`src/rtl/alert_cfg_pkg.sv`:
```
// Shared definitions for the alert threshold register.
// Holds the status codes, the comparison modes and the field-to-mode map.
// Assumes five fields, indexed by their bit position in the selection mask.
package alert_cfg_pkg;

    localparam int NUM_FIELDS = 5;
    localparam int FIELD_W    = 16;
    localparam int SET_LEN    = 12;

    typedef enum logic [1:0] {
        ST_OK        = 2'd0,
        ST_BAD_INPUT = 2'd1,
        ST_BAD_LEN   = 2'd2
    } status_e;

    typedef enum logic [1:0] {
        CMP_BELOW = 2'd0,
        CMP_ABOVE = 2'd1,
        CMP_ANY   = 2'd2
    } cmp_mode_e;

    // Direction of the limit check for each field.
    function automatic cmp_mode_e field_mode(input int idx);
        if (idx == 0 || idx == 1) return CMP_BELOW;
        if (idx == 2)             return CMP_ABOVE;
        return CMP_ANY;
    endfunction

    // Temperature fields are two's complement.
    function automatic bit field_signed(input int idx);
        return (idx == 1 || idx == 2);
    endfunction

endpackage

```
`src/rtl/alert_field_judge.sv`:
```
// Judges one requested warning value against its critical limit.
// Assumes the value and the limit arrive zero-extended (unsigned fields) or
// at full width (signed fields). MODE picks the direction of the check.
module alert_field_judge
    import alert_cfg_pkg::*;
#(
    parameter int        W         = 16,
    parameter cmp_mode_e MODE      = CMP_ANY,
    parameter bit        IS_SIGNED = 1'b0
) (
    input  logic [W-1:0] req_val,
    input  logic [W-1:0] crit_val,
    output logic         pass
);

    logic signed [W:0] req_x;
    logic signed [W:0] crit_x;

    // Widen both operands by one bit so that one signed compare covers both number kinds.
    always_comb begin
        req_x  = IS_SIGNED ? {req_val[W-1],  req_val}  : {1'b0, req_val};
        crit_x = IS_SIGNED ? {crit_val[W-1], crit_val} : {1'b0, crit_val};
    end

    // Apply the direction rule of this field.
    always_comb begin
        case (MODE)
            CMP_BELOW: pass = (req_x < crit_x);
            CMP_ABOVE: pass = (req_x > crit_x);
            default:   pass = 1'b1;
        endcase
    end

endmodule

```
`src/rtl/alert_commit_order.sv`:
```
// Turns the selection mask and the per-field judgements into write enables.
// Fields are walked from index 0 upward. The first selected field that fails
// blocks itself and every higher field; fields below it are still written.
module alert_commit_order #(
    parameter int N = 5
) (
    input  logic [N-1:0] sel,
    input  logic [N-1:0] pass,
    output logic [N-1:0] commit,
    output logic         reject
);

    // Ordered scan that stops at the first failure.
    always_comb begin
        logic blocked;
        blocked = 1'b0;
        commit  = '0;
        reject  = 1'b0;
        for (int i = 0; i < N; i++) begin
            if (sel[i] && !blocked) begin
                if (pass[i]) begin
                    commit[i] = 1'b1;
                end else begin
                    reject  = 1'b1;
                    blocked = 1'b1;
                end
            end
        end
    end

endmodule

```
`src/rtl/alert_warn_store.sv`:
```
// Warning registers and enabled-alert bits, one set per field.
// Assumes commit is already masked by the command and length checks.
// Enable bits are only ever set, never cleared, while reset is high.
module alert_warn_store #(
    parameter int N = 5,
    parameter int W = 16
) (
    input  logic         clk,
    input  logic         rst_n,
    input  logic [N-1:0] commit,
    input  logic [W-1:0] req_v  [N],
    output logic [W-1:0] warn_q [N],
    output logic [N-1:0] en_q
);

    for (genvar g = 0; g < N; g++) begin : g_field
        // Load one warning register and set its enable bit when the field is committed.
        always_ff @(posedge clk) begin
            if (!rst_n) begin
                warn_q[g] <= '0;
                en_q[g]   <= 1'b0;
            end else if (commit[g]) begin
                warn_q[g] <= req_v[g];
                en_q[g]   <= 1'b1;
            end
        end
    end

    p_enable_sticky_r8: assert property (@(posedge clk) disable iff (!rst_n)
        1'b1 |=> ((en_q & $past(en_q)) == $past(en_q)));

endmodule

```
`src/rtl/alert_threshold_regs.sv`:
```
// Top of the alert threshold register block.
// Decodes the 12-byte little-endian set payload and checks the request length.
// Judges each selected field against its build-time critical limit, commits the
// fields in order, and reports done and status one cycle after each request.
module alert_threshold_regs
    import alert_cfg_pkg::*;
#(
    parameter logic [7:0]  CRIT_LIFE  = 8'd100,
    parameter logic [15:0] CRIT_OVER  = 16'h0064,
    parameter logic [15:0] CRIT_UNDER = 16'hFFF6
) (
    input  logic        clk,
    input  logic        rst_n,
    input  logic        cmd_valid,
    input  logic        cmd_set,
    input  logic [7:0]  cmd_len,
    input  logic [95:0] cmd_payload,
    output logic        rsp_done,
    output logic [1:0]  rsp_status,
    output logic [4:0]  cfg_enables,
    output logic [7:0]  cfg_life_warn,
    output logic [15:0] cfg_over_warn,
    output logic [15:0] cfg_under_warn,
    output logic [15:0] cfg_vol_warn,
    output logic [15:0] cfg_per_warn,
    output logic [7:0]  cfg_life_crit,
    output logic [15:0] cfg_over_crit,
    output logic [15:0] cfg_under_crit
);

    localparam int N = NUM_FIELDS;
    localparam int W = FIELD_W;

    logic [W-1:0] req_v  [N];
    logic [W-1:0] crit_v [N];
    logic [W-1:0] warn_q [N];
    logic [N-1:0] pass;
    logic [N-1:0] commit_raw;
    logic [N-1:0] commit;
    logic [N-1:0] sel;
    logic         reject;
    logic         len_ok;
    logic         apply;
    status_e      status_nxt;
    status_e      status_q;
    logic         done_q;

    // Extract the field values from the payload (little-endian byte order).
    always_comb begin
        sel      = cmd_payload[N-1:0];
        req_v[0] = {8'h00, cmd_payload[23:16]};
        req_v[1] = cmd_payload[47:32];
        req_v[2] = cmd_payload[63:48];
        req_v[3] = cmd_payload[79:64];
        req_v[4] = cmd_payload[95:80];
    end

    // Critical limits per field; the error-count fields have none.
    always_comb begin
        crit_v[0] = {8'h00, CRIT_LIFE};
        crit_v[1] = CRIT_OVER;
        crit_v[2] = CRIT_UNDER;
        crit_v[3] = '0;
        crit_v[4] = '0;
    end

    for (genvar g = 0; g < N; g++) begin : g_judge
        alert_field_judge #(
            .W         (W),
            .MODE      (field_mode(g)),
            .IS_SIGNED (field_signed(g))
        ) u_judge (
            .req_val  (req_v[g]),
            .crit_val (crit_v[g]),
            .pass     (pass[g])
        );
    end

    alert_commit_order #(.N(N)) u_order (
        .sel    (sel),
        .pass   (pass),
        .commit (commit_raw),
        .reject (reject)
    );

    // Gate the commits with the command type and the length check, and pick the status.
    always_comb begin
        len_ok = cmd_set ? (cmd_len == 8'(SET_LEN)) : (cmd_len == 8'd0);
        apply  = cmd_valid && cmd_set && len_ok;
        commit = apply ? commit_raw : '0;
        if (!len_ok)               status_nxt = ST_BAD_LEN;
        else if (cmd_set && reject) status_nxt = ST_BAD_INPUT;
        else                        status_nxt = ST_OK;
    end

    alert_warn_store #(.N(N), .W(W)) u_store (
        .clk    (clk),
        .rst_n  (rst_n),
        .commit (commit),
        .req_v  (req_v),
        .warn_q (warn_q),
        .en_q   (cfg_enables)
    );

    // Register the response pulse and its status.
    always_ff @(posedge clk) begin
        if (!rst_n) begin
            done_q   <= 1'b0;
            status_q <= ST_OK;
        end else begin
            done_q <= cmd_valid;
            if (cmd_valid) status_q <= status_nxt;
        end
    end

    // Drive the read port.
    always_comb begin
        rsp_done       = done_q;
        rsp_status     = status_q;
        cfg_life_warn  = warn_q[0][7:0];
        cfg_over_warn  = warn_q[1];
        cfg_under_warn = warn_q[2];
        cfg_vol_warn   = warn_q[3];
        cfg_per_warn   = warn_q[4];
        cfg_life_crit  = CRIT_LIFE;
        cfg_over_crit  = CRIT_OVER;
        cfg_under_crit = CRIT_UNDER;
    end

    p_done_pulse_r2: assert property (@(posedge clk) disable iff (!rst_n)
        cmd_valid |=> rsp_done);

    p_done_idle_r2: assert property (@(posedge clk) disable iff (!rst_n)
        !cmd_valid |=> !rsp_done);

    p_len_reject_r3: assert property (@(posedge clk) disable iff (!rst_n)
        (cmd_valid && !len_ok) |=> (rsp_status == ST_BAD_LEN) && $stable(cfg_enables)
            && $stable(cfg_life_warn) && $stable(cfg_over_warn) && $stable(cfg_under_warn)
            && $stable(cfg_vol_warn) && $stable(cfg_per_warn));

    p_life_bound_r4: assert property (@(posedge clk) disable iff (!rst_n)
        cfg_enables[0] |-> (warn_q[0] < {8'h00, CRIT_LIFE}));

    p_over_bound_r5: assert property (@(posedge clk) disable iff (!rst_n)
        cfg_enables[1] |-> ($signed(cfg_over_warn) < $signed(CRIT_OVER)));

    p_under_bound_r6: assert property (@(posedge clk) disable iff (!rst_n)
        cfg_enables[2] |-> ($signed(cfg_under_warn) > $signed(CRIT_UNDER)));

    p_first_fail_r9: assert property (@(posedge clk) disable iff (!rst_n)
        (apply && sel[0] && (cmd_payload[23:16] >= CRIT_LIFE)) |=>
            (rsp_status == ST_BAD_INPUT) && $stable(cfg_enables)
            && $stable(cfg_over_warn) && $stable(cfg_under_warn)
            && $stable(cfg_vol_warn) && $stable(cfg_per_warn));

    p_ignored_bytes_r10: assert property (@(posedge clk) disable iff (!rst_n)
        (apply && (sel == '0) && ((cmd_payload[15:8] != 8'h00) || (cmd_payload[31:24] != 8'h00)
            || (cmd_payload[7:N] != '0))) |=>
            (rsp_status == ST_OK) && $stable(cfg_enables) && $stable(cfg_life_warn));

    p_get_ok_r11: assert property (@(posedge clk) disable iff (!rst_n)
        (cmd_valid && !cmd_set && (cmd_len == 8'd0)) |=>
            (rsp_status == ST_OK) && $stable(cfg_enables));

endmodule

```
`config.mk`:
```
export PLATFORM = sky130hd
export DESIGN_NAME = alert_threshold_regs
export DESIGN_NICKNAME = d
export VERILOG_FILES = /design/src/rtl/alert_cfg_pkg.sv /design/src/rtl/alert_field_judge.sv /design/src/rtl/alert_commit_order.sv /design/src/rtl/alert_warn_store.sv /design/src/rtl/alert_threshold_regs.sv
export SDC_FILE = /design/constraint.sdc
export NUM_CORES = 1
export LEC_CHECK = 0
export BUFFER_PORTS_ARGS = -buffer_cell sky130_fd_sc_hd__buf_2
export CAP_MARGIN = 20
export CORE_MARGIN = 4
export CORE_UTILIZATION = 30
export DETAILED_ROUTE_END_ITERATION = 10
export PLACE_DENSITY = 0.6
export SLEW_MARGIN = 20
export SYNTH_ARGS = -nofsm -noshare
export SYNTH_HDL_FRONTEND = slang
export SYNTH_HIERARCHICAL = 1
export SYNTH_SLANG_ARGS = --single-unit
```
`constraint.sdc`:
```
create_clock -name clk -period 2.5 [get_ports clk]
set_input_delay 0.25 -clock clk [delete_from_list [all_inputs] [get_ports clk]]
set_output_delay 0.25 -clock clk [all_outputs]
set_load 0.005 [all_outputs]
```
# Word-level counts from Yosys, hierarchy flattened
# Index checks and enable logic that the tools add are counted.
[classes] n_eq_ne=1 n_lt_le_gt_ge=3 n_reduce_logical=11 n_mux=18
[ops] cell="16-bit by 5-bit greater-than comparator with 1-bit output, second input constant" count=1
[ops] cell="16-bit by 8-bit less-than comparator with 1-bit output, second input constant" count=1
[ops] cell="1-bit two-way mux" count=16
[ops] cell="8-bit by 4-bit equality test with 1-bit output, second input constant" count=1
[ops] cell="8-bit logical NOT" count=1
[ops] cell="8-bit by 7-bit less-than comparator with 1-bit output, second input constant" count=1
[ops] cell="1-bit logical AND" count=7
[ops] cell="5-bit two-way mux" count=1
[ops] cell="1-bit logical NOT" count=3
[ops] cell="2-bit two-way mux" count=1
[word_totals] word_cells=45 out_inout_bits=120 input_bits=108 regBits=80

# Longest topological paths before layout
[depth] depth_word=13 ltp_mapped=14 depth_no_buf=12

# Cells and area by module
# The synthesis kept the hierarchy.
[by_module_without_submodules] module="alert_warn_store" n_inst=1 cells_per_inst=269 area_per_inst_um2=3240.6 seq_area_each_um2=1701.6
[by_module_without_submodules] module="alert_threshold_regs" n_inst=1 cells_per_inst=61 area_per_inst_um2=494.2 seq_area_each_um2=60.1
[by_module_without_submodules] module="alert_field_judge (g_judge[2].u_judge)" n_inst=1 cells_per_inst=58 area_per_inst_um2=416.6 seq_area_each_um2=0.0
[by_module_without_submodules] module="alert_field_judge (g_judge[1].u_judge)" n_inst=1 cells_per_inst=50 area_per_inst_um2=380.4 seq_area_each_um2=0.0
[by_module_without_submodules] module="alert_field_judge (g_judge[0].u_judge)" n_inst=1 cells_per_inst=52 area_per_inst_um2=375.4 seq_area_each_um2=0.0
[by_module_without_submodules] module="alert_commit_order" n_inst=1 cells_per_inst=15 area_per_inst_um2=111.4 seq_area_each_um2=0.0
[by_module_without_submodules] module="alert_field_judge (g_judge[3].u_judge ...)" n_inst=2 cells_per_inst=2 area_per_inst_um2=11.3 seq_area_each_um2=0.0

# Worst setup path before layout
# OpenSTA, ideal clock, no wires.
[synth_path] path_kind="input -> register" startpoint="input cmd_payload[37]" endpoint="register u_store/warn_q[10] (netlist bit)" t_required_ns=2.384 slack_ns=-0.115 arrival_ns=2.499 setup_time_ns=0.116 path_buffers=2 stages=13 path_cell_list="ha_1 a21o_1 a221oi_1 o221ai_1 a22oi_1 inv_1 a2111oi_4 and3_1 and2_2 buf_6 buf_12 mux2i_1 nor2b_1"
[synth_via] elab_chain_cells=10 word_cells_on_any_way=11 cone_classes="1 x order compare; 6 x mux; 4 x reduce/logical"
[synth_rtl] item="start: declaration" line="alert_threshold_regs.sv:17" source="input logic [95:0] cmd_payload,"
[synth_rtl] item="16-bit by 8-bit less-than comparator with 1-bit output (*)" line="alert_field_judge.sv:28" source="CMP_BELOW: pass = (req_x < crit_x);"
[synth_rtl] item="via pass[1]" line="alert_threshold_regs.sv:37" source="logic [N-1:0] pass;"
[synth_rtl] item="1-bit two-way mux (*)" line="alert_commit_order.sv:21" source="if (pass[i]) begin"
[synth_rtl] item="1-bit two-way mux (*)" line="alert_commit_order.sv:20" source="if (sel[i] && !blocked) begin"
[synth_rtl] item="1-bit logical NOT" line="alert_commit_order.sv:20"
[synth_rtl] item="1-bit logical AND" line="alert_commit_order.sv:20"
[synth_rtl] item="1-bit two-way mux (*)" line="alert_commit_order.sv:20"
[synth_rtl] item="1-bit logical NOT (*)" line="alert_commit_order.sv:20"
[synth_rtl] item="1-bit logical AND (*)" line="alert_commit_order.sv:20"
[synth_rtl] item="1-bit two-way mux (*)" line="alert_commit_order.sv:20"
[synth_rtl] item="via commit_raw[4]" line="alert_threshold_regs.sv:38" source="logic [N-1:0] commit_raw;"
[synth_rtl] item="5-bit two-way mux (*)" line="alert_threshold_regs.sv:90" source="commit = apply ? commit_raw : '0;"
[synth_rtl] item="via commit[4]" line="alert_threshold_regs.sv:39" source="logic [N-1:0] commit;"
[synth_rtl] item="end signal: indexed assignment" line="alert_warn_store.sv:23" source="warn_q[g] <= req_v[g];"
[synth_rtl] item="end: declaration" line="alert_warn_store.sv:12" source="output logic [W-1:0] warn_q [N],"
# Mark *: on every way through the listed nets, which the timed path passes. The rest lies on a longest branch.
# A chain may end at the register's enable or synchronous reset.

# Worst setup path in the final report
[layout_path] startpoint="input cmd_payload[17]" endpoint="register u_store/warn_q[8] (netlist bit)"
[layout_via] elab_chain_cells=13 word_cells_on_any_way=15 cone_classes="1 x order compare; 8 x mux; 6 x reduce/logical"
[layout_rtl] item="8-bit by 7-bit less-than comparator with 1-bit output (*)" line="alert_field_judge.sv:28"
[layout_rtl] item="via pass[0]" line="alert_threshold_regs.sv:37"
[layout_rtl] item="1-bit two-way mux (*)" line="alert_commit_order.sv:21"
[layout_rtl] item="1-bit two-way mux (*)" line="alert_commit_order.sv:20"
[layout_rtl] item="1-bit logical NOT" line="alert_commit_order.sv:20"
[layout_rtl] item="1-bit logical AND" line="alert_commit_order.sv:20"
[layout_rtl] item="1-bit two-way mux (*)" line="alert_commit_order.sv:20"
[layout_rtl] item="1-bit logical NOT" line="alert_commit_order.sv:20"
[layout_rtl] item="1-bit logical AND" line="alert_commit_order.sv:20"
[layout_rtl] item="1-bit two-way mux (*)" line="alert_commit_order.sv:20"
[layout_rtl] item="1-bit logical NOT (*)" line="alert_commit_order.sv:20"
[layout_rtl] item="1-bit logical AND (*)" line="alert_commit_order.sv:20"
[layout_rtl] item="1-bit two-way mux (*)" line="alert_commit_order.sv:20"
[layout_rtl] item="via commit_raw[4]" line="alert_threshold_regs.sv:38"
[layout_rtl] item="5-bit two-way mux (*)" line="alert_threshold_regs.sv:90"
[layout_rtl] item="via commit[4]" line="alert_threshold_regs.sv:39"
# Marks and branches as above.

==> flow_summary.toml <==
[place]
place.gp.congestion = 0.717
dpl.hpwl_um = 8370
port_buffers = 168
place_ws_ns = -0.389

[detailed_routing]
via_per_inst = 3.90
wl_per_cell_um = 11.1
drt-initial-drc-count = 68
postRouteAntennaNets = 0
totalWireLength_um = 10400
num_vias = 3657
route.detailed.drc = 0
drtPass1Iterations = 4

[timing]
whs_ns = 0.168
setup_viol = 0
grt_setup_unrepaired = "false"
setup_ws_ns = 0.165
slew_headroom_pct = 53.9
fin_crit_sh_pct = 93.4
hold_viol_final = 0
timing.fmax_mhz = 428
worst_clock_skew_ns = 0
period_needed_ns = 2.33
drv_slew = 0
worst_slew_pin_slew_ns = 0.691

[global_route]
grt.overflow.total = 0
grt_max_degree = 47
grt_antenna_before_repair = 0
grt_util_all_layers_pct = 11.6
grt_pass1_wl_um = 16800
grt_pass1_vias = 3559

[clock_network]
cts_hold_buffers = 0
cts_tree = "yes"
clock_path_buffers = 2
cts_sinks = 80
cts_root_buf = "clkbuf_16"
clock_latency_ns = 0.33
cts_made_buffers = 9
clkSlewWorstSetupHoldPaths_ns = 0.06
h-tree-depth = 3

[setup_path]
arrival_ns = 2.56
path_max_fanout = 10
worstPathRequired_ns = 2.73
path_class = "input pin to flip-flop"
start_kind = "input pin"
crit_path_end_kind = "flip-flop"

[final_layout]
diodes = 0
layout_commonest_cell = "buf_2"
layout-drive-gt1-share_pct = 31.5
seqCellArea_mm2 = 0.00160
nets = 875
area_growth_pct = 33.1
multi_input_area_mm2 = 0.00288
utilization_pct = 41.1
fillers = 1568
final_cell_mix = "168 x buf_2, 98 x conb_1, 80 x dfxtp_1"

[outcome]
status = "finished, final reports clean"

[pwr]
powerDensity_mw_per_mm2 = 474
total_power_uw = 3000
ir_drop_mv = 0.261
leakagePower_uw = 0.00304

[min_path]
hp-class = "input pin to flip-flop"

[yosys]
synth_warnings = 6
synth_cells = 485
syn_avg_cell_area_um2 = 9.80
synth_area_mm2 = 0.00475

[floorplanning]
die_height_um = 134
start_util_pct = 30.9
die_w_um = 134
io_pins = 228
die_area_mm2 = 0.0179
num_rows = 45
core_mm2 = 0.0154

[flow_run]
max_cap_viol_count = 0
worst max-delay path: stages:
cell and delay, ns:
buf_2 0.09, ha_1 0.22, a2111oi_1 0.37, o311ai_1 0.13
a21oi_1 0.29, nor2b_4 0.09, a2111oi_4 0.36, and3_1 0.20
and2_4 0.16, buf_12 0.14, mux2i_1 0.19, nor2b_1 0.06
registers in the layout, indices dropped and copies added, names as in the netlist:
name / cells
rsp_done: 1
rsp_status: 2
u_store/en_q: 5
u_store/warn_q: 72
where the power goes:
group | switching [µW] | internal [µW] | leakage, µW
sequential | 1.01 | 1280 | 0.000645
combinational | 195 | 202 | 0.00226
clock | 544 | 777 | 0.000139
stage by stage:
| step | setup TNS [ns] | instances | area (µm²) |
|---|---|---|---|
| finish | 0 | 937 | 6320 |
| global route | 0 | 937 | 6320 |
| CTS | 0 | 936 | 6300 |
| detailed placement | -15.49 | 920 | 6000 |
| global placement | -13.37 | 920 | 6000 |
| floorplan | -0.0456 | 579 | 5180 |
worst paths after layout:
kind                    from  slack, ns                 to  depth (start not counted)
min reg2reg  u_store/en_q[0]       0.46    u_store/en_q[0]                          1
min          cmd_payload[85]       0.17  u_store/warn_q[5]                          3
max          cmd_payload[17]       0.17  u_store/warn_q[8]                         12
max reg2reg    rsp_status[0]       1.82      rsp_status[0]                          3
timing repair:
item	CTS	global route
gates resized for setup	1	7
hold endpoints to repair	0	0
setup buffers	0	1
setup endpoints to repair	13	42
pin swaps	0	3
area by class of cell:
type	instances	area share (%)
Multi-Input combinational cell	386	45.6
Clock buffer	10	3.62
Timing Repair Buffer	192	17.1
Clock inverter	6	1.07
Sequential cell	80	25.3
Inverter	52	3.09
Tap cell	211	4.18
routing by layer:
metal  vias to the layer above  track usage, %  wire length [µm]  share of wire [%]
li1                       1958               -                 -                  -
met1                      1566            14.7              4650                 45
met2                       126            18.2              4740                 46
met3                         7            4.46               900                8.7
met4                         0            3.60               102               0.98
met5                         -               0                 0                  0
Note: power is estimated with default switching activity, not from simulation.
